<file path="src/rtl/wdt2_pkg.sv">
package wdt2_pkg;

  typedef enum logic [1:0] {
    INT_IRQ  = 2'd0,
    INT_RSVD = 2'd1,
    INT_SMI  = 2'd2,
    INT_NONE = 2'd3
  } int_sel_e;

  typedef enum logic {
    ST_ONE = 1'b0,
    ST_TWO = 1'b1
  } stage_e;

  typedef struct packed {
    logic en;
    logic lock;
    logic free;
  } ctl_t;

  typedef struct packed {
    logic     no_reboot;
    logic     fast;
    int_sel_e isel;
  } cfg_t;

endpackage

</file>
<file path="src/rtl/wdt2_regs.sv">
module wdt2_regs
  import wdt2_pkg::*;
#(
  parameter int PW = 20
) (
  input  logic          clk,
  input  logic          rst,
  input  logic          ctl_we,
  input  ctl_t          ctl_d,
  input  logic          cfg_we,
  input  cfg_t          cfg_d,
  input  logic          pl1_we,
  input  logic          pl2_we,
  input  logic [PW-1:0] pl_d,
  output logic          en_q,
  output logic          free_q,
  output cfg_t          cfg_q,
  output logic [PW-1:0] pl1_q,
  output logic [PW-1:0] pl2_q,
  output logic          start,
  output logic          stop
);

  logic lock_q;
  logic ctl_ok;

  assign ctl_ok = ctl_we && !lock_q;
  assign start  = ctl_ok && ctl_d.en && !en_q;
  assign stop   = ctl_ok && !ctl_d.en;

  always_ff @(posedge clk) begin
    if (rst) begin
      en_q   <= 1'b0;
      lock_q <= 1'b0;
      free_q <= 1'b0;
    end else if (ctl_ok) begin
      en_q   <= ctl_d.en;
      lock_q <= ctl_d.lock;
      free_q <= ctl_d.free;
    end
  end

  always_ff @(posedge clk) begin
    if (rst) begin
      cfg_q.no_reboot <= 1'b0;
      cfg_q.fast      <= 1'b0;
      cfg_q.isel      <= INT_IRQ;
    end else if (cfg_we) begin
      cfg_q <= cfg_d;
    end
  end

  always_ff @(posedge clk) begin
    if (rst) begin
      pl1_q <= '1;
      pl2_q <= '1;
    end else begin
      if (pl1_we) pl1_q <= pl_d;
      if (pl2_we) pl2_q <= pl_d;
    end
  end


  lock_hold_chk: assert property (@(posedge clk) disable iff (rst)
    lock_q |=> (lock_q && $stable(en_q) && $stable(free_q)));

endmodule

</file>
<file path="src/rtl/wdt2_count.sv">
module wdt2_count
  import wdt2_pkg::*;
#(
  parameter int PW       = 20,
  parameter int SLOW_SH  = 15,
  parameter int FAST_SH  = 5
) (
  input  logic          clk,
  input  logic          rst,
  input  logic          en_q,
  input  logic          free_q,
  input  logic          no_reboot,
  input  logic          fast,
  input  logic [PW-1:0] pl1,
  input  logic [PW-1:0] pl2,
  input  logic          start,
  input  logic          stop,
  input  logic          kick,
  output logic          ev_s1,
  output logic          ev_reboot
);

  localparam int MAXSH = (SLOW_SH > FAST_SH) ? SLOW_SH : FAST_SH;
  localparam int CW    = PW + MAXSH;

  logic          run_q;
  stage_e        stage_q;
  logic [CW-1:0] cnt_q;
  logic          restart;
  logic          expire;
  logic          act;
  logic          ev_s2;

  function automatic logic [CW-1:0] stage_len(input logic [PW-1:0] p, input logic f);
    logic [CW-1:0] w;
    w = CW'(p);
    if (p == '0) return CW'(1);
    return f ? (w << FAST_SH) : (w << SLOW_SH);
  endfunction

  assign restart   = start || (kick && en_q);
  assign expire    = run_q && (cnt_q == CW'(1));
  assign act       = expire && !stop && !restart;
  assign ev_s1     = act && (stage_q == ST_ONE);
  assign ev_s2     = act && (stage_q == ST_TWO);
  assign ev_reboot = ev_s2 && !no_reboot;

  always_ff @(posedge clk) begin
    if (rst) begin
      run_q   <= 1'b0;
      stage_q <= ST_ONE;
      cnt_q   <= '0;
    end else if (stop) begin
      run_q   <= 1'b0;
      stage_q <= ST_ONE;
    end else if (restart) begin
      run_q   <= 1'b1;
      stage_q <= ST_ONE;
      cnt_q   <= stage_len(pl1, fast);
    end else if (ev_s1) begin
      stage_q <= ST_TWO;
      cnt_q   <= stage_len(pl2, fast);
    end else if (ev_s2) begin
      stage_q <= ST_ONE;
      if (free_q) cnt_q <= stage_len(pl1, fast);
      else        run_q <= 1'b0;
    end else if (run_q) begin
      cnt_q <= cnt_q - CW'(1);
    end
  end


  idle_when_off_chk: assert property (@(posedge clk) disable iff (rst)
    !en_q |-> !run_q);


  cnt_nonzero_chk: assert property (@(posedge clk) disable iff (rst)
    run_q |-> (cnt_q != '0));

endmodule

</file>
<file path="src/rtl/wdt2_events.sv">
module wdt2_events
  import wdt2_pkg::*;
(
  input  logic     clk,
  input  logic     rst,
  input  logic     ev_s1,
  input  logic     ev_reboot,
  input  int_sel_e isel,
  input  logic     flag_clr,
  output logic     irq_o,
  output logic     smi_o,
  output logic     reboot_o,
  output logic     flag_o
);

  always_ff @(posedge clk) begin
    if (rst) begin
      irq_o    <= 1'b0;
      smi_o    <= 1'b0;
      reboot_o <= 1'b0;
      flag_o   <= 1'b0;
    end else begin
      irq_o    <= ev_s1 && (isel == INT_IRQ);
      smi_o    <= ev_s1 && (isel == INT_SMI);
      reboot_o <= ev_reboot;
      if (ev_reboot)     flag_o <= 1'b1;
      else if (flag_clr) flag_o <= 1'b0;
    end
  end


  pulse_excl_chk: assert property (@(posedge clk) disable iff (rst)
    $onehot0({irq_o, smi_o, reboot_o}));


  irq_single_chk: assert property (@(posedge clk) disable iff (rst)
    (irq_o || smi_o) |=> !(irq_o || smi_o));


  flag_follows_chk: assert property (@(posedge clk) disable iff (rst)
    reboot_o |-> flag_o);


  flag_clr_chk: assert property (@(posedge clk) disable iff (rst)
    (flag_clr && !ev_reboot) |=> !flag_o);

endmodule

</file>
<file path="src/rtl/wdt2_core.sv">
module wdt2_core
  import wdt2_pkg::*;
#(
  parameter int PW      = 20,
  parameter int SLOW_SH = 15,
  parameter int FAST_SH = 5
) (
  input  logic          clk,
  input  logic          rst,
  input  logic          ctl_we,
  input  logic          ctl_en,
  input  logic          ctl_lock,
  input  logic          ctl_free,
  input  logic          cfg_we,
  input  logic          cfg_no_reboot,
  input  logic          cfg_fast,
  input  logic [1:0]    cfg_int_type,
  input  logic          pl1_we,
  input  logic          pl2_we,
  input  logic [PW-1:0] pl_data,
  input  logic          keepalive,
  input  logic          flag_clr,
  output logic          irq_pulse,
  output logic          smi_pulse,
  output logic          reboot_req,
  output logic          last_wd_reset
);

  ctl_t          ctl_d;
  cfg_t          cfg_d;
  cfg_t          cfg_q;
  logic          en_q;
  logic          free_q;
  logic [PW-1:0] pl1_q;
  logic [PW-1:0] pl2_q;
  logic          start;
  logic          stop;
  logic          ev_s1;
  logic          ev_reboot;

  assign ctl_d.en        = ctl_en;
  assign ctl_d.lock      = ctl_lock;
  assign ctl_d.free      = ctl_free;
  assign cfg_d.no_reboot = cfg_no_reboot;
  assign cfg_d.fast      = cfg_fast;
  assign cfg_d.isel      = int_sel_e'(cfg_int_type);

  wdt2_regs #(.PW(PW)) u_regs (
    .clk    (clk),
    .rst    (rst),
    .ctl_we (ctl_we),
    .ctl_d  (ctl_d),
    .cfg_we (cfg_we),
    .cfg_d  (cfg_d),
    .pl1_we (pl1_we),
    .pl2_we (pl2_we),
    .pl_d   (pl_data),
    .en_q   (en_q),
    .free_q (free_q),
    .cfg_q  (cfg_q),
    .pl1_q  (pl1_q),
    .pl2_q  (pl2_q),
    .start  (start),
    .stop   (stop)
  );

  wdt2_count #(.PW(PW), .SLOW_SH(SLOW_SH), .FAST_SH(FAST_SH)) u_count (
    .clk       (clk),
    .rst       (rst),
    .en_q      (en_q),
    .free_q    (free_q),
    .no_reboot (cfg_q.no_reboot),
    .fast      (cfg_q.fast),
    .pl1       (pl1_q),
    .pl2       (pl2_q),
    .start     (start),
    .stop      (stop),
    .kick      (keepalive),
    .ev_s1     (ev_s1),
    .ev_reboot (ev_reboot)
  );

  wdt2_events u_events (
    .clk       (clk),
    .rst       (rst),
    .ev_s1     (ev_s1),
    .ev_reboot (ev_reboot),
    .isel      (cfg_q.isel),
    .flag_clr  (flag_clr),
    .irq_o     (irq_pulse),
    .smi_o     (smi_pulse),
    .reboot_o  (reboot_req),
    .flag_o    (last_wd_reset)
  );

endmodule

</file>
<file path="config.mk">
export PLATFORM = sky130hd
export DESIGN_NAME = wdt2_core
export DESIGN_NICKNAME = d
export VERILOG_FILES = /design/src/rtl/wdt2_pkg.sv /design/src/rtl/wdt2_regs.sv /design/src/rtl/wdt2_count.sv /design/src/rtl/wdt2_events.sv /design/src/rtl/wdt2_core.sv
export SDC_FILE = /design/constraint.sdc
export NUM_CORES = 1
export LEC_CHECK = 0
export BUFFER_PORTS_ARGS = -buffer_cell sky130_fd_sc_hd__buf_2
export CAP_MARGIN = 10
export CORE_UTILIZATION = 65
export CTS_BUF_LIST = sky130_fd_sc_hd__clkbuf_4
export CTS_CLUSTER_SIZE = 16
export DETAILED_ROUTE_END_ITERATION = 6
export GPL_TIMING_DRIVEN = 0
export PLACE_DENSITY_LB_ADDON = 0.25
export SYNTH_ARGS = -nofsm -noshare
export SYNTH_HDL_FRONTEND = slang
export SYNTH_HIERARCHICAL = 1
export SYNTH_SLANG_ARGS = --single-unit
export TNS_END_PERCENT = 10
</file>
<file path="constraint.sdc">
create_clock -name clk -period 5.7 [get_ports clk]
set_clock_uncertainty 0.15 [all_clocks]
set_input_delay 1.14 -clock clk [delete_from_list [all_inputs] [get_ports clk]]
set_output_delay 1.14 -clock clk [all_outputs]
set_load 0.005 [all_outputs]
</file>
Word level (Yosys, flattened, before mapping) --
Cells that the tools add are included.
Cells by class: bitwise gates (word level) 2, multiplexer cells 35, equality and inequality tests 5, $add $sub $neg 1, reduce and logical (&&, ||, !) cells 31
Operators with widths (number):
- two-way mux 35 bit | 12
- zero test 20 bit | 2
- == test 35 x 1 -> 1 bit, second input constant | 1
- subtractor 35 x 1 -> 35 bit, second input constant | 1
- two-way mux 1 bit | 23
- logical AND 1 bit | 13
- zero test 1 bit | 6
- AND reduction 3 bit | 2
- nonzero test 2 bit | 3
- != test 4 x 2 -> 1 bit, second input constant | 1
- nonzero test 4 bit | 1
- OR reduction 3 bit | 1
- == test 2 bit, second input constant | 1
- zero test 2 bit | 1
- != test 2 x 1 -> 1 bit, second input constant | 1
- != test 2 bit, second input constant | 1
- NOT 1 bit | 2
- OR reduction 2 bit | 1
- logical OR 1 bit | 1
Word-level totals: logic and storage cells 89, flip-flop bits (word level) 88, output and inout bits 4, input bits 35

Logic depth before layout (Yosys ltp) --
Gate-level depths: netlist of run 1.
depth after elaboration 18, gate-level depth with buffers 10, depth with buffers taken out 9

Modules after synthesis --
Netlist of run 1, hierarchy kept.
By module, submodules not included:
- wdt2_count | times used 1, area an instance 3244.4 um^2, cells an instance 429, sequential area each 740.7 um^2
- wdt2_regs | times used 1, area an instance 1804.2 um^2, cells an instance 160, sequential area each 940.9 um^2
- wdt2_events | times used 1, area an instance 126.4 um^2, cells an instance 10, sequential area each 80.1 um^2

Least setup slack after synthesis of run 1 --
Ideal clock, no wire load.
path type input to register, from input port ctl_we, to register u_count.cnt_q[10], stages on the path 9, buffers on the path 1, data arrival time 2.955 ns, setup slack 2.475 ns, setup time 0.120 ns, data required time 5.430 ns, path through nor2b_1 -> and3b_1 -> a21o_1 -> nor2_1 -> or2_2 -> nor2_1 -> clkbuf_1 -> a21oi_1 -> a211o_1
Between the ends: word-level cells in the longest chain between the ends 10, elaborated cells on any way between the ends 18, classes of those cells eq/ne: 1; mux: 3; bitwise: 1; reduce/logical: 13
Ends and longest elaborated chain:
- from (decl) | line wdt2_core.sv:10 | input logic ctl_we,
- logical AND 1 bit * | line wdt2_regs.sv:27 | assign ctl_ok = ctl_we && !lock_q;
- logical AND 1 bit * (2 in series) | line wdt2_regs.sv:28 | assign start = ctl_ok && ctl_d.en && !en_q;
- named net start | line wdt2_core.sv:36 | logic start;
- logical OR 1 bit * | line wdt2_count.sv:41 | assign restart = start || (kick && en_q);
- zero test 1 bit | line wdt2_count.sv:43 | assign act = expire && !stop && !restart;
- logical AND 1 bit | line wdt2_count.sv:43
- logical AND 1 bit | line wdt2_count.sv:45 | assign ev_s2 = act && (stage_q == ST_TWO);
- two-way mux 35 bit | line wdt2_count.sv:63 | end else if (ev_s2) begin
- two-way mux 35 bit | line wdt2_count.sv:60 | end else if (ev_s1) begin
- two-way mux 35 bit | line wdt2_count.sv:56 | end else if (restart) begin
- to (signal assigned) | line wdt2_count.sv:59 | cnt_q <= stage_len(pl1, fast);
- to (signal assigned) | line wdt2_count.sv:62 | cnt_q <= stage_len(pl2, fast);
- to (signal assigned) | line wdt2_count.sv:65 | if (free_q) cnt_q <= stage_len(pl1, fast);
- to (decl) | line wdt2_count.sv:28 | logic [CW-1:0] cnt_q;
Mark *: on every way through the listed nets, which the timed path passes. The rest lies on a longest branch. A chain may end at the register's enable or synchronous reset.

Worst setup path after layout of run 1 --
from input port ctl_we, to register u_count.cnt_q[16]
Same word-level chain as after synthesis.

==> run summary, run 1 <==
Run status = completed
Post-Syn Instances = 599
Critical Path Sink Type = flip-flop
Highest clock rate = 276.6 MHz
Worst setup path category = in2reg
Largest cells by area after synthesis = dfxtp_1 34%, a211o_1 8.5%, nor2b_1 4.8%
Area grow syn2layout = 8.704%
Via-per-instance ratio = 7.117
Setup WS post-layout = 2.085 ns
Dpl cell area = 5488 um^2
Final critical-path required period = 3.615 ns
Grt ovf = 0
Design area = 5625 um^2
Sequential standard cell area = 1762 um^2
Final Max Slew Viols = 0
H-tree lvl count = 3
Std cell rows = 32
Most Used Layer, Global Route = met2
Crit. Startpoint = ctl_we
Post-CTS Setup Bufs = 0
Final HPWL DP = 12580 um
Clk slew on worst S/H paths = 0.16 ns
Clock Sinks = 88
CTS root buf = clkbuf_4
Initial antenna violation count = 0
CTS buffer count = 9
Total GRT Usage = 41.92%
Hold-fix buffers at CTS = 0
Hold_sp = u_regs/cfg_q[0]
Relative slew slack = 32.88%
Slew @ Worst Pin = 0.9928 ns
Layout Nets = 684
I/O pin count = 39
Met3 usage = 9.548%
TritonCTS clock tree = built
Mapped cell area = 5175 um^2
Total Wirelength = 17120 um
Pin count of the biggest net entering global routing = 19
Total core area = 7727 um^2
Setup TNS = 0 ns
Antenna diode count = 0
Post-synth ARST share = 0%
Peak supply drop = 0.0001853 V
Final Util = 72.80%
Post-synth EDFFs = 0
Power density cells = 300.5 nW/um^2
Clock buffer depth = 2
Synthesized Nets = 636
Initial DRC count = 825
Static leakage = 2.220 nW
Avg WL per Cell = 22.70 um
Vias = 5366
Leading cell type by number of instances after synthesis = dfxtp_1
DR pass1 iterations = 5
Met2 usage = 64.90%
Number of port buffers = 37
RR Startpoint = u_count/cnt_q[9]
Max FO, Critical Path = 8
Met1 GRT Util = 56.27%
Resized Gates After CTS = 0
Die W = 91.23 um
Synth Warn # = 6
Final hold vios = 0
Place WS = 1.794 ns
Required @ worst endpoint = 5.92 ns
Layout filler cell count = 615
Yosys top cell by area = dfxtp_1
Final Setup Violations = 0
Die area = 8322 um^2
First-pass GRT wire length = 26880 um
Post-synthesis sequential area ratio = 34.04%
Die height = 91.23 um
Worst-skew pair later-pin latency = 0.46 ns
Syn Area/Cell = 8.639 um^2
ANT nets after route = 0
Worst setup SP type = input port
CP Data Arrival Time = 3.84 ns
Initial core utilization = 66.97%
# DRC = 0
Yosys reg bits = 88
Top post-synthesis cells by count = 88 x dfxtp_1, 51 x nor2_1, 50 x a211o_1
Hold crit path type = reg2reg
RSZ-0062 raised after global routing = false
Placer congestion estimate = 0.9732
Number of global-route vias before repair = 4912
Top-area cell type share of the netlist area = 34.04%
Max Cap Viol = 0
Post-synthesis cell type count = 74
Synth Flop Type = dfxtp_1
Share of cells above drive strength 1 = 16.56%
Tcrit/Tclk final = 63.42%
Area of the multi-input gates = 3137 um^2
==> power by group <==
| part | switching (mW) | internal (mW) | leakage (nW) |
|---|---|---|---|
| sequential | 0.0785 | 0.669 | 0.726 |
| clock | 0.252 | 0.104 | 0.0779 |
| combinational | 0.349 | 0.239 | 1.42 |
| total | 0.679 | 1.01 | 2.22 |
==> registers in the layout (all words and copies together), names as in the netlist, 4 cells and up <==
signal / cells
u_count/cnt_q: 35
u_regs/cfg_q: 4
u_regs/pl1_q: 20
u_regs/pl2_q: 20
==> routing by layer <==
layer / vias up / routed length (um) / share of wire, %
met1: 2481 / 6813 / 40
met3: 73 / 2165 / 13
li1: 2370 / - / -
met4: 0 / 629 / 3.7
met2: 442 / 7511 / 44
met5: - / 0 / 0
==> critical path, cell delays in order <==
cell and delay (ns):
buf_2 0.12, nor2b_1 0.15, and3b_1 0.21, a21o_1 0.28, nor2_1 0.34, nand4_2 0.35
nor3_1 0.75, a222oi_1 0.24, a211oi_1 0.25
==> metrics by stage <==
stage,hold WS [ns],instances,power (mW)
2_1_floorplan,0.2752,599,1.160
3_3_place_gp,0.2879,738,1.300
3_5_place_dp,0.2983,738,1.315
4_1_cts,0.3193,754,1.665
5_1_grt,0.3404,754,1.764
6_report,0.3175,754,1.690
==> cells in the final DEF (no fill, tap or decap), types with 6 or more instances in the layout <==
cell      count
a211o_1      50
a211oi_1     11
a21oi_1      40
a31oi_1       6
buf_2        43
buf_6        10
clkbuf_1     17
clkbuf_4      9
dfxtp_1      88
inv_1         6
mux2_2       10
mux2i_1      20
nand2_1      26
nand3_1      32
nand4_1      10
nor2_1       51
nor2b_1      40
nor3_1       28
nor4_1       17
o21ai_0       8
or4_1         7
xor2_1       14
==> path summary, 6_finish.rpt <==
| check | end | slack, ns | depth (start not counted) |
|---|---|---|---|
| max reg2reg | u_count/cnt_q[16] | 2.45 | 8 |
| min reg2reg | u_events/irq_o | 0.32 | 1 |
| min | u_events/irq_o | 0.32 | 1 |
| max | u_count/cnt_q[16] | 2.08 | 9 |
==> final cells by class <==
class | instances | area share (%)
repair buffers | 37 | 3.292
flip-flops and latches | 88 | 31.32
well taps | 102 | 2.269
clock buffers | 9 | 1.201
inverters | 8 | 0.5338
multi-input cells | 463 | 55.76
clock inverters | 7 | 1.246
plain buffers | 40 | 4.382
==> logic make-up (layout without fill, tap and decap cells) <==
kind of cell / count (synthesis) / in the layout / share of synthesized area, %
buffers and inverters: 48 / 101 / 5.343
AO/OA/AOI/OAI: 156 / 156 / 21.95
adder cells (fa/ha/maj): 2 / 2 / 0.4835
AND/OR/NAND/NOR: 257 / 257 / 29.09
XOR/XNOR: 18 / 18 / 3.046
multiplexers: 30 / 30 / 6.044
flip-flops: 88 / 88 / 34.04
Note: power is estimated with default switching activity, not from simulation.
==> run 2, diff against run 1 <==
--- a/config.mk
+++ b/config.mk
@@ -5,9 +5,10 @@
 export SDC_FILE = /design/constraint.sdc
 export NUM_CORES = 1
 export LEC_CHECK = 0
+export ABC_AREA = 1
 export BUFFER_PORTS_ARGS = -buffer_cell sky130_fd_sc_hd__buf_2
 export CAP_MARGIN = 10
-export CORE_UTILIZATION = 65
+export CORE_UTILIZATION = 63
 export CTS_BUF_LIST = sky130_fd_sc_hd__clkbuf_4
 export CTS_CLUSTER_SIZE = 16
 export DETAILED_ROUTE_END_ITERATION = 6
==> constraint.sdc (replaced) <==
create_clock -name clk -period 3.7 [get_ports clk]
set_clock_uncertainty 0.15 [all_clocks]
set_input_delay 0.74 -clock clk [delete_from_list [all_inputs] [get_ports clk]]
set_output_delay 0.74 -clock clk [all_outputs]
set_load 0.005 [all_outputs]
==> run 2 against run 1 <==
Via count grew 18%; cell count increased by 44%; synthesized area rose by 9.6%; power rose by 69%; count of clock-buffer cells in the layout unchanged; die area rose by 13%; hold slack got worse by 0.014 ns; critical path depth is 5 higher; non-clock buffer count rose by 3; largest power group unchanged; flip-flop and latch count is the same; utilization shrank 2.4 points.
==> run summary, run 2 <==
Top layer in use = met4
Run status = completed
TritonCTS clock tree = built
Post-Layout Cell Count = 1084 (+44%)
Number of port buffers = 38 (+2.7%)
Yosys top cell by area = dfxtp_1
Std cell rows = 34 (+6.3%)
Synth Flop Type = dfxtp_1
Final Max Slew Viols = 0 (unchanged)
Max FO, Critical Path = 10 (+2)
Vias = 6314 (+18%)
Initial DRC count = 1022 (+24%)
Initial antenna violation count = 0 (unchanged)
Area grow syn2layout = 8.295%
Die W = 96.88 um (+6.2%)
Worst setup SP type = flip-flop
Critical Path Sink Type = flip-flop
Reg2Reg Setup Slack = 0.88 ns (-1.57 ns)
Leading cell type by number of instances after synthesis = nand2_1
Psw = 1.237 mW (+82%)
WL met3 = 1853 um (-14%)
Peak supply drop = 0.0002494 V (+35%)
CP max stage cell = clkbuf_1
Hold-fix buffers at CTS = 0 (unchanged)
Sw frac = 43.23% (+3.1 points)
Setup TNS = 0 ns (unchanged)
Family with the most delay on the worst path = simple AND/OR/NAND/NOR gates
Post-synth EDFFs = 0 (unchanged)
Power density cells = 465.9 nW/um^2 (+55%)
Post-synthesis sequential area ratio = 31.06% (-3.0 points)
Max reg flops = 35 (unchanged)
Post-synth ARST share = 0% (unchanged)
Met2 wire len = 7812 um (+4.0%)
CP Data Arrival Time = 3.05 ns (-0.79 ns)
Flop pwr share = 39.9% (-4.3 points)
Critical path depth = 14 (+5)
CTS root buf = clkbuf_4
I/O pin count = 39 (unchanged)
Antenna diode count = 0 (unchanged)
Total GRT Usage = 38.61% (-3.3 points)
Synth Warn # = 6 (unchanged)
Pint = 1.624 mW (+61%)
Top post-synthesis cells by count = 282 x nand2_1, 118 x nor2_1, 104 x nand3_1
Top-area cell type share of the netlist area = 31.06% (-3.0 points)
Highest clock rate = 355.2 MHz
Mapped cell area = 5672 um^2 (+9.6%)
# DRC = 0 (unchanged)
Post-Syn Instances = 922 (+54%)
Worst-skew pair later-pin latency = 0.45 ns (about the same)
Yosys reg bits = 88 (unchanged)
Worst Hold Depth = 1 (unchanged)
Total Wirelength = 17680 um (+3.3%)
Crit-path most repeated cell = nand2_1
Synthesized Nets = 959 (+51%)
Tcrit/Tclk final = 76.08%
Final critical-path required period = 2.815 ns
Total core area = 8721 um^2 (+13%)
Pin count of the biggest net entering global routing = 17 (-2)
Clk slew on worst S/H paths = 0.16 ns (about the same)
Resized Gates After CTS = 0 (unchanged)
Die height = 96.88 um (+6.2%)
ANT nets after route = 0 (unchanged)
Initial core utilization = 65.04% (-1.9 points)
Via-per-instance ratio = 5.825 (-18%)
CTS buffer count = 9 (unchanged)
Dpl cells = 1068 (+45%)
Placer congestion estimate = 1.048 (+7.7%)
Syn Area/Cell = 6.152 um^2 (-29%)
Max Cap Viol = 0 (unchanged)
Worst path cell trace = inv_1 > nand2_1 > nor3_1 > inv_1 > nand2_1 > nor2_1 > nand3_2 > inv_1 > nand2_1 > clkbuf_1 > nand3_1 > nand4_1 > nand2_1 > a21oi_1
Final Setup Violations = 0 (unchanged)
Static leakage = 2.997 nW (+35%)
Number of global-route vias before repair = 5712 (+16%)
Leading cell type in the layout, fill and taps excluded = nand2_1
Worst setup path category = reg2reg
DR pass1 iterations = 6 (+1)
Slew @ Worst Pin = 0.6422 ns (-0.3506 ns)
Relative slew slack = 57.03% (+24 points)
Clock Sinks = 88 (unchanged)
Post-synthesis cell type count = 37 (-50%)
Clock buffer depth = 2 (unchanged)
H-tree lvl count = 3 (unchanged)
Share of cells above drive strength 1 = 12.30% (-4.3 points)
Final HPWL DP = 13720 um (+9.1%)
R2R cell count = 14 (+6)
WL met1 = 7246 um (+6.4%)
Largest cells by area after synthesis = dfxtp_1 31%, nand2_1 19%, nand3_1 9.2%
Grt ovf = 0 (unchanged)
Hold crit path type = reg2reg
Worst path max stage delay = 0.47 ns (-0.28 ns)
Post-CTS Setup Bufs = 0 (unchanged)
Top Registers = u_count/cnt_q x35, u_regs/pl1_q x20, u_regs/pl2_q x20
First-pass GRT wire length = 28900 um (+7.5%)
Worst path bufs/invs = 4 (+3)
Part of the power in the clock network = 20.6% (-0.4 points)
Layout Nets = 1008 (+47%)
Required @ worst endpoint = 3.93 ns (-1.99 ns)
RSZ-0062 raised after global routing = false
Final hold vios = 0 (unchanged)
Most frequent cells in the layout = 282 x nand2_1, 118 x nor2_1, 104 x nand3_1
Reg with most FFs = u_count/cnt_q
Comb pwr share = 39.5% (+4.7 points)
Avg WL per Cell = 16.31 um (-28%)
Die area = 9386 um^2 (+13%)
run 2: cell types whose count changed in the layout (fill, tap and decap cells not counted), moves of 16 or more:
cell     previous run  this run
nor2_1             51       118
nor2b_1            40         0
mux2i_1            20         1
o21ai_0             8        43
a211o_1            50         0
inv_1               6        71
nor4_1             17         1
nand3_1            32       104
nor3_1             28        12
nand4_1            10        31
nand2_1            26       282
run 2: path summary, 6_finish.rpt:
check / startpoint / end
max: u_regs/lock_q / u_count/cnt_q[17]
min: u_regs/cfg_q[0] / u_events/smi_o
max reg2reg: u_regs/lock_q / u_count/cnt_q[17]
min reg2reg: u_regs/cfg_q[0] / u_events/smi_o
run 2: logic make-up (layout without fill, tap and decap cells):
kind of cell    count (synthesis)  in the layout  synth area share, %
mux                             1              1               0.1765
compound gates                107            107                9.685
buf+inv                       121            175                9.706
simple gates                  591            591                47.08
flops                          88             88                31.06
fa+ha+maj                       2              2               0.4411
xor+xnor                       12             12                1.853
run 2: final cells by class:
type	count	area [um^2]
inverters	79	301.5
clock inverters	7	77.57
fillers	858	2579
clock buffers	9	67.56
plain buffers	42	249.0
repair buffers	38	190.2
multi-input cells	713	3359
well taps	108	135.1
flip-flops and latches	88	1762
run 2: per-stage QoR:
step                      setup slack (ns)  power [mW]  cell area [um^2]  hold WS [ns]  utilization, %
final                               0.8849       2.862              6142        0.3031           70.43
after detailed placement            0.5731       2.246              5997        0.2820           68.77
after global routing                0.6746       3.034              6142        0.3242           70.43
after floorplan                      1.402       1.943              5672        0.2555               -
after global placement              0.6344       2.224              5997        0.2790           68.77
after CTS                           0.9695       2.826              6142        0.3032           70.43
run 2: routing by layer:
metal	GRT usage, %	vias to the layer above
met5	0	-
met4	17.68	0
met3	7.659	68
met2	59.75	375
met1	51.84	2781
li1	-	3090
run 2: power groups by stage:
stage | Combinational [mW] | Sequential [mW] | Clock [mW]
after global routing | 1.25 | 1.15 | 0.633
after floorplan | 0.823 | 1.12 | 0
after CTS | 1.10 | 1.14 | 0.594
final | 1.13 | 1.14 | 0.590
after detailed placement | 1.09 | 1.16 | 0
after global placement | 1.07 | 1.16 | 0
==> run 3, diff against run 2 <==
--- a/config.mk
+++ b/config.mk
@@ -8,7 +8,7 @@
 export ABC_AREA = 1
 export BUFFER_PORTS_ARGS = -buffer_cell sky130_fd_sc_hd__buf_2
 export CAP_MARGIN = 10
-export CORE_UTILIZATION = 63
+export CORE_UTILIZATION = 57
 export CTS_BUF_LIST = sky130_fd_sc_hd__clkbuf_4
 export CTS_CLUSTER_SIZE = 16
 export DETAILED_ROUTE_END_ITERATION = 6
==> constraint.sdc (replaced) <==
create_clock -name clk -period 2.3 [get_ports clk]
set_clock_uncertainty 0.15 [all_clocks]
set_input_delay 0.46 -clock clk [delete_from_list [all_inputs] [get_ports clk]]
set_output_delay 0.46 -clock clk [all_outputs]
set_load 0.005 [all_outputs]
==> run 3 against run 2 <==
Flip-flop and latch count is the same; critical endpoint is now u_count/cnt_q[33]; register-to-register slack got worse by 0.79 ns; critical path depth shrank 3; combinational power increased by 65%; sequential power up 61%; sequential share of layout area decreased by 0.94 points; non-clock buffer count is 5 higher; final area grew 3.5%; power rose by 64%; critical path type unchanged.
==> run summary, run 3 (synthesis results as in run 2) <==
Run status = completed
Hold-fix buffers at CTS = 0 (unchanged)
Max reg flops = 35 (unchanged)
Die area = 10350 um^2 (+10%)
Worst-skew pair later-pin latency = 0.45 ns (about the same)
Vias = 6182 (-2.1%)
Layout Nets = 1013 (+0.50%)
Clock Sinks = 88 (unchanged)
Total GRT Usage = 36.41% (-2.2 points)
Critical path depth = 11 (-3)
Total Wirelength = 17890 um (+1.1%)
Clock buffer depth = 2 (unchanged)
Crit. Startpoint = u_count/cnt_q[16]
DR pass1 iterations = 6 (unchanged)
Final critical-path required period = 2.201 ns (-0.6137 ns)
Final Max Slew Viols = 0 (unchanged)
Std cell rows = 36 (+5.9%)
Placer congestion estimate = 1.028 (-1.9%)
Initial core utilization = 58.29% (-6.7 points)
CTS buffer count = 9 (unchanged)
Pint = 2.761 mW (+70%)
Hold WS = 0.07163 ns (-0.2314 ns)
Top Registers = u_count/cnt_q x35, u_regs/pl1_q x20, u_regs/pl2_q x20
Tcrit/Tclk final = 95.71% (+20 points)
Worst flop-to-flop path endpoint = u_count/cnt_q[33]
Worst path cell trace = nor2_2 > nand2_2 > nor2_2 > nand2_2 > nor2_4 > nand4_4 > nand2_4 > buf_2 > a21oi_1 > nand2_1 > a21oi_1
CP Data Arrival Time = 2.36 ns (-0.69 ns)
# DRC = 0 (unchanged)
Final HPWL DP = 13980 um (+1.8%)
Pin count of the biggest net entering global routing = 15 (-2)
Worst path max stage delay = 0.40 ns (-0.07 ns)
Layout filler cell count = 970 (+13%)
Reg2Reg Setup Slack = 0.1 ns (-0.79 ns)
Number of global-route vias before repair = 5443 (-4.7%)
Final Power = 4.693 mW (+64%)
Required @ worst endpoint = 2.46 ns (-1.47 ns)
Slew @ Worst Pin = 0.6202 ns (-0.02202 ns)
Max FO, Critical Path = 10 (unchanged)
Crit path capture = u_count/cnt_q[33]
Total core area = 9729 um^2 (+12%)
Worst setup SP type = flip-flop
Part of the power in the clock network = 21.1% (+0.5 points)
Share of cells above drive strength 1 = 14.98% (+2.7 points)
Place WS = -0.6216 ns (-1.195 ns)
Final Setup Violations = 0 (unchanged)
TritonCTS clock tree = built
Setup WS post-layout = 0.09866 ns (-0.7863 ns)
Final Util = 65.35% (-5.1 points)
Max Cap Viol = 0 (unchanged)
Relative slew slack = 58.66% (+1.6 points)
Peak supply drop = 0.0004052 V (+62%)
I/O pin count = 39 (unchanged)
H-tree lvl count = 3 (unchanged)
RSZ-0062 raised after global routing = true
Die height = 101.8 um (+5.0%)
Psw = 1.932 mW (+56%)
Die W = 101.8 um (+5.0%)
Avg WL per Cell = 16.05 um (-1.6%)
Via-per-instance ratio = 5.549 (-4.7%)
Power density cells = 738.1 nW/um^2 (+58%)
Hold crit path type = in2reg
Critical Path Sink Type = flip-flop
Sequential standard cell area = 1764 um^2 (+0.14%)
Comb pwr share = 39.7% (+0.2 points)
Leading cell type in the layout, fill and taps excluded = nand2_1
Number of port buffers = 38 (unchanged)
First-pass GRT wire length = 28370 um (-1.8%)
Reg with most FFs = u_count/cnt_q
Initial antenna violation count = 0 (unchanged)
Worst setup path category = reg2reg
Worst path bufs/invs = 1 (-3)
Static leakage = 3.081 nW (+2.8%)
Final hold vios = 0 (unchanged)
Clk slew on worst S/H paths = 0.15 ns (about the same)
R2R cell count = 11 (-3)
RR Startpoint = u_count/cnt_q[16]
Initial DRC count = 623 (-39%)
Sw frac = 41.17% (-2.1 points)
ANT nets after route = 0 (unchanged)
Most frequent cells in the layout = 279 x nand2_1, 111 x nor2_1, 102 x nand3_1
CP max stage cell = dfxtp_1
Antenna diode count = 0 (unchanged)
CTS root buf = clkbuf_4
Area of the multi-input gates = 3451 um^2 (+2.7%)
Area grow syn2layout = 12.11%
Flop pwr share = 39.2% (-0.7 points)
Family with the most delay on the worst path = simple AND/OR/NAND/NOR gates
Grt ovf = 0 (unchanged)
Highest clock rate = 454.3 MHz (+28%)
==> run 3: cell types whose count changed in the layout (fill, tap and decap cells not counted), sizes merged <==
cell | before | now
buf | 67 | 69
bufinv | 1 | 2
clkinv | 4 | 3
inv | 81 | 78
clkinvlp | 0 | 1
clkbuf | 22 | 27
==> run 3: power groups by stage <==
stage	Clock, mW	Combinational [mW]	Sequential (mW)
finish	0.989	1.86	1.84
CTS	1.00	1.76	1.83
floorplan	0	1.32	1.80
detailed placement	0	1.74	1.86
global route	1.08	2.06	1.85
global placement	0	1.74	1.86
==> run 3: area by class of cell <==
type,instances,share of cell area (%)
inverter,79,4.742
buffer,42,4.093
sequential,88,27.74
multi-input combinational,713,54.27
timing repair buffer,43,3.975
clock buffer,11,1.299
clock inverter,5,1.259
tap,133,2.617
==> run 3: timing repair <==
action / in CTS / in global routing
gates resized for setup: 6 / 28
setup buffers: 1 / 4
endpoints found under the setup margin: 35 / 35
pin swaps: 1 / 4
==> run 3: metal layers <==
metal	vias to the layer above	routed length [um]	share of wire (%)	GRT usage (%)
li1	3098	-	-	-
met1	2702	7580	42	48.11
met2	320	7891	44	56.44
met3	62	1512	8.5	6.487
met4	0	901	5.0	19.51
met5	-	0	0	0
==> run 3: worst min-delay path by stage <==
stage,from,depth (start not counted),to
after floorplan,u_regs/cfg_q[0],1,u_events/smi_o
after global placement,u_regs/cfg_q[0],1,u_events/smi_o
after detailed placement,u_regs/cfg_q[0],1,u_events/smi_o
after CTS,ctl_lock,3,u_regs/lock_q
after global routing,ctl_lock,3,u_regs/lock_q
final,ctl_lock,3,u_regs/lock_q
==> run 3: per-stage QoR <==
stage | area [um^2] | setup TNS [ns] | instances
after global placement | 6028 | -12.88 | 1093
after floorplan | 5672 | 0 | 922
after global routing | 6359 | -0.02922 | 1114
final | 6359 | 0 | 1114
after detailed placement | 6028 | -12.99 | 1093
after CTS | 6217 | 0 | 1110
==> run 3: worst register-to-register path, cell delays in order (launching register included) <==
cell and delay [ns]:
dfxtp_1 0.40, nor2_2 0.20, nand2_2 0.13, nor2_2 0.15, nand2_2 0.13, nor2_4 0.16, nand4_4 0.10, nand2_4 0.11
buf_2 0.23, a21oi_1 0.07, nand2_1 0.14, a21oi_1 0.08
